### config.mk
export PLATFORM = sky130hd
export DESIGN_NAME = vme_slave_window
export DESIGN_NICKNAME = d
export VERILOG_FILES = /design/src/rtl/vme_slave_window.sv
export SDC_FILE = /design/constraint.sdc
export NUM_CORES = 1
export LEC_CHECK = 0
export ABC_AREA = 1
export CAP_MARGIN = 20
export CORE_ASPECT_RATIO = 0.75
export CORE_MARGIN = 1.5
export CORE_UTILIZATION = 41
export DETAILED_ROUTE_END_ITERATION = 10
export PLACE_DENSITY = 0.83
export SETUP_SLACK_MARGIN = 0.02
export SYNTH_ARGS = -nofsm -noshare
export SYNTH_HDL_FRONTEND = slang
export SYNTH_SLANG_ARGS = --single-unit
### constraint.sdc
create_clock -name clk -period 5.1 [get_ports clk]
set_clock_uncertainty 0.05 [all_clocks]
set_input_delay 1.02 -clock clk [delete_from_list [all_inputs] [get_ports clk]]
set_output_delay 1.02 -clock clk [all_outputs]
set_load 0.05 [all_outputs]
### src/rtl/vme_slave_window.sv
module vme_slave_window #(
  parameter int AW       = 32,
  parameter int GRAN     = 18,
  parameter int LED_HOLD = 8
) (
  input  logic               clk,
  input  logic               rst_n,
  input  logic               as_n,
  input  logic [AW-1:GRAN]   adr,
  input  logic [5:0]         am,
  input  logic [AW-GRAN-1:0] cfg_start,
  input  logic [AW-GRAN-1:0] cfg_limit,
  input  logic [9:0]         cfg_am_en,
  input  logic               cfg_a24_en,
  input  logic               cfg_any_am,
  input  logic               run,
  output logic               sel,
  output logic               sel_led
);
  localparam int BW = AW - GRAN;
  localparam int HI = AW - 24;
  localparam int CW = $clog2(LED_HOLD + 1);

  logic          am_ok, am_short;
  logic [BW-1:0] eff;
  logic          hit;
  logic          sel_q, lat_q;
  logic [CW-1:0] led_cnt;

  always_comb begin
    am_short = 1'b0;
    am_ok    = 1'b0;
    unique case (am)
      6'h3E: begin am_ok = cfg_am_en[0]; am_short = 1'b1; end
      6'h3D: begin am_ok = cfg_am_en[1]; am_short = 1'b1; end
      6'h3A: begin am_ok = cfg_am_en[2]; am_short = 1'b1; end
      6'h39: begin am_ok = cfg_am_en[3]; am_short = 1'b1; end
      6'h0E: am_ok = cfg_am_en[4];
      6'h0D: am_ok = cfg_am_en[5];
      6'h0A: am_ok = cfg_am_en[6];
      6'h09: am_ok = cfg_am_en[7];
      6'h10: am_ok = cfg_am_en[8];
      6'h11: am_ok = cfg_am_en[9];
      default: am_ok = 1'b0;
    endcase
    if (cfg_any_am) am_ok = 1'b1;
    if (am_short && !cfg_a24_en) am_ok = 1'b0;
  end

  assign eff = am_short ? {{HI{1'b1}}, adr[23:GRAN]} : adr;
  assign hit = am_ok && (eff >= cfg_start) && (eff < cfg_limit);

  always_ff @(posedge clk) begin
    if (!rst_n) begin
      sel_q <= 1'b0;
      lat_q <= 1'b0;
    end else begin
      lat_q <= !as_n;
      if (as_n || !run)  sel_q <= 1'b0;
      else if (!lat_q)   sel_q <= hit;
    end
  end

  always_ff @(posedge clk) begin
    if (!rst_n)              led_cnt <= '0;
    else if (sel_q)          led_cnt <= CW'(LED_HOLD);
    else if (led_cnt != '0)  led_cnt <= led_cnt - 1'b1;
  end

  assign sel     = sel_q;
  assign sel_led = sel_q || (led_cnt != '0);
endmodule

### After elaboration in Yosys (flattened, before gate mapping)

Cells that the tools add are included.

| operators by class | value |
|---|---|
| mux-type cells | 7 |
| reduce and logical (&&, ||, !) cells | 13 |
| equal/unequal tests | 10 |
| magnitude comparators | 2 |
| bitwise logic cells | 1 |
| add/subtract/negate cells | 1 |

Operator list:

| operator | number |
|---|---|
| == test 6 x 4 -> 1 bit (second input constant) | 4 |
| == test 6 bit (second input constant) | 4 |
| >= comparator 14 bit | 1 |
| < comparator 14 bit | 1 |
| 2-to-1 mux 14 bit | 1 |
| == test 6 x 5 -> 1 bit (second input constant) | 2 |
| case mux 1 bit (10 select lines) | 1 |
| 2-to-1 mux 4 bit | 2 |
| nonzero test 4 bit | 1 |
| OR reduction 2 bit | 2 |
| OR reduction 4 bit | 1 |
| subtractor 4 x 1 -> 4 bit (second input constant) | 1 |
| logical AND 1 bit | 3 |
| logical NOT 1 bit | 3 |
| 2-to-1 mux 1 bit | 3 |
| logical OR 1 bit | 2 |
| nonzero test 2 bit | 1 |
| NOT 1 bit | 1 |

| word-level totals | value |
|---|---|
| bits of input ports | 64 |
| flip-flop bits (word level) | 6 |
| logic and storage cells | 38 |

### Longest topological paths before layout

| depth | value |
|---|---|
| depth in word-level cells | 7 |
| mapped depth | 16 |
| mapped depth without buffers | 16 |

### Worst setup path after synthesis

OpenSTA, ideal clock, no wires.

| path | value |
|---|---|
| path type | input to register |
| start | input am[4] |
| end | register sel_q (netlist: sel) |
| slack | 2.257 ns |
| arrival time | 2.727 ns |
| stages | 14 |
| cell sequence | nand2_1 -> inv_1 -> nand2_2 -> nand2_1 -> nor2_1 -> nand2_1 -> ha_1 -> inv_1 -> nor3_1 -> nor3b_1 -> nand2_1 -> nand3_1 -> nand3_1 -> a21oi_2 |

| on the way | value |
|---|---|
| longest elaborated chain between the ends | 7 |

RTL lines:

| element | line | source |
|---|---|---|
| from (decl) | 10 | `input logic [5:0] am,` |
| == test 6 bit | 33 | `unique case (am)` |
| OR reduction 4 bit (no source line) | - |  |
| 2-to-1 mux 1 bit | 33 |  |
| 2-to-1 mux 14 bit / logical AND 1 bit (equally long branches) | 50, 47 |  |
| >= comparator 14 bit / 2-to-1 mux 1 bit (equally long branches) | 51, 47 |  |
| logical AND 1 bit | 51 | `assign hit = am_ok && (eff >= cfg_start) && (eff < cfg_limit);` |
| logical AND 1 bit (*) | 51 |  |
| to (signal assigned) | 60 | `else if (!lat_q) sel_q <= hit;` |
| to (decl) | 27 | `logic sel_q, lat_q;` |

Mark *: on every way between the ends. The rest lies on a longest branch, timed or not.
A chain may end at the register's enable or synchronous reset.

### Worst setup path after layout

| path | value |
|---|---|
| start | input am[1] |
| end | register sel_q (netlist: sel) |

Same word-level chain as after synthesis.

==> results.md <==
- Status: completed
- CTS Sinks: 6
- Layout area overhead: 58.75%
- Max-slew violation count: 0
- Num CTS Buffers: 3
- Layout Nets: 381
- Fin. Hold Viols: 0
- Worst relative slew slack: 66.66%
- Syn Area/Cell: 5.774 um^2
- 1st-pass router iterations: 4
- Mapped cell area: 1259 um^2
- Cells after DPL: 321
- Worst vdd ir: 189.7 uV
- Die ar.: 3415 um^2
- Starting Density: 42.88%
- Worst skew pair latency: 0.23 ns
- Final wirelength: 3298 um
- Overflow after GRT: 0
- Initial antenna violation count: 0
- Largest net degree at the start of global routing: 9
- Syn Nets: 311
- Static Leak: 1.110 nW
- Routability cong.: 0.8559
- Routed Antenna Nets: 0
- Critical path type: in2reg
- Tcrit/Tclk final: 66.58%
- Commonest non-fill, non-tap cells in the layout: clkdlybuf4s50_1, inv_1, nand2_1
- Max Cap Viol: 0
- Core footprint: 2935 um^2
- N_diodes: 0
- Slew @ Worst Pin: 0.4985 ns
- Root buffer cell: clkbuf_8
- Total number of yosys warnings: 0
- Switching Share: 39.66%
- FP Rows: 17
- Height of the die: 50.99 um
- Initial DRC count: 54
- Power Internal: 0.0002201 W
- Setup_tns: 0 ns
- I/O pins: 66
- CTS Hold Bufs: 0
- Hold path depth: 2
- Fillers: 263
- Layout cell share with drive strength beyond 1: 2.098%
- Fmax: 0.2945 GHz
- Post-CTS setup buffer count: 0
- Port Buffers: 65
- Die width: 66.98 um
- Vias in the first global route: 1402
- Fin cells: 324
- First-pass GRT wire length: 5451 um
- Unrepaired setup endpoints after global routing: false
- WP data required: 5.22 ns
- CTS clk-pin slew, worst paths: 0.04 ns
- Vias: 1500
- DR vias/cell: 4.630
- Worst Path Arrival: 3.51 ns
- Post-Syn Instances: 218
- Worst hold-check path type: reg2reg
- Tmin final: 3.396 ns
- Yosys reg bits: 6
- Sequential Power Share: 19.0%
- Clock power share: 20.6%
- Max clock buf depth: 2
- CP endpoint kind: flip-flop
- Distinct cells, synth: 20
- Worst r2r path cells: 7
- CTS tree: done
- CP max FO: 8
- Net Sw Power: 0.0001447 W
- Worst setup SP type: input pin
- PD cells: 182.6 nW/um^2
- CTS HTree Levels: 1
- Most common library cell in the layout ignoring fill and taps: clkdlybuf4s50_1
- Post-synthesis sequential area ratio: 9.543%
- Comb pwr share: 60.5%
- Dpl hpwl: 2920 um
- Gr usage total: 20.43%
- WL per Instance: 10.18 um
- Fin util: 68.07%
- Setup violators final: 0
- Post-cts sizing count: 0
- Post-route DRC: 0
logic make-up after synthesis:
kind of cell,count (synthesis),share of synthesized area (%)
compound gates,22,9.842
xor+xnor,1,0.6960
fa+ha+maj,29,28.83
buf+inv,59,17.59
flops,6,9.543
simple gates,101,33.50
worst paths after layout:
check / startpoint / to / slack (ns)
worst max-delay path: am[1] / sel$_SDFFE_PP0N_ / 1.70
worst min-delay path: led_cnt[0]$_SDFFE_PP0P_ / led_cnt[0]$_SDFFE_PP0P_ / 0.43
worst max register to register: lat_q$_SDFF_PN0_ / sel$_SDFFE_PP0N_ / 3.90
worst min register to register: led_cnt[0]$_SDFFE_PP0P_ / led_cnt[0]$_SDFFE_PP0P_ / 0.43
worst max-delay path: stages:
cell             delay (ns)
clkdlybuf4s50_1        0.52
inv_1                  0.05
nand2_1                0.07
nor2_1                 0.06
nand2_1                0.06
nand2_1                0.07
nor2_1                 0.38
nand2_1                0.15
ha_1                   0.33
nand2_1                0.08
nor3_1                 0.18
nor3b_1                0.20
nand2_1                0.07
nand3_1                0.06
nand3_1                0.08
a21oi_2                0.11
sequential cells by signal, summed over array words and instances (netlist names):
| register | flops |
|---|---|
| lat_q | 1 |
| led_cnt | 4 |
| sel | 1 |
Yosys cell counts, drive strengths merged:
| cell | count | area share (%) |
|---|---|---|
| nor2 | 20 | 6.0 |
| and3 | 1 | 0.50 |
| xnor2 | 1 | 0.70 |
| nor4 | 2 | 0.99 |
| nand4 | 1 | 0.50 |
| nor3b | 2 | 1.2 |
| o21ai | 5 | 2.0 |
| nand3 | 13 | 5.2 |
| a211oi | 1 | 0.60 |
| nor3 | 3 | 1.2 |
| a21oi | 13 | 5.5 |
| inv | 59 | 18 |
| nand2 | 59 | 18 |
| o21bai | 1 | 0.60 |
| o21a | 1 | 0.60 |
| ha | 29 | 29 |
| dfxtp | 6 | 9.5 |
| o211ai | 1 | 0.60 |
power groups by stage:
stage          Sequential (W)  Combinational, W  Clock [W]
2_1_floorplan       0.0000688          0.000134          0
3_3_place_gp        0.0000702          0.000216          0
4_1_cts             0.0000693          0.000222  0.0000776
5_1_grt             0.0000715          0.000249  0.0000794
6_report            0.0000692          0.000221  0.0000750
3_5_place_dp        0.0000700          0.000221          0
per-stage QoR:
stage                     instance area (um^2)  hold WS (ns)  setup slack, ns  total power [W]
after global placement                    1957        0.4257            1.565        0.0002857
final                                     1998        0.4271            1.704        0.0003648
after detailed placement                  1957        0.4231            1.473        0.0002910
after floorplan                           1259        0.4025            2.257        0.0002031
after global routing                      1998        0.4437            1.427        0.0003997
after CTS                                 1998        0.4276            1.708        0.0003693
routing by layer:
metal  up-vias  routed length, um  track usage, %  share of wire, %
met3         3                268           4.405               8.1
met4         0                 16           3.401              0.49
met2        54               1512           36.83                46
li1        815                  -               -                 -
met5         -                  0               0                 0
met1       628               1500           25.17                45
final cells by class:
type                       count  area [um^2]  area share [%]
clock buffer                   3        41.29           2.066
inverter                      59        221.5           11.08
multi-input combinational    153        917.1           45.90
sequential                     6        120.1           6.011
tap                           38        47.55           2.379
timing repair buffer          65        650.6           32.56
Power figures use the tool's default switching activity.
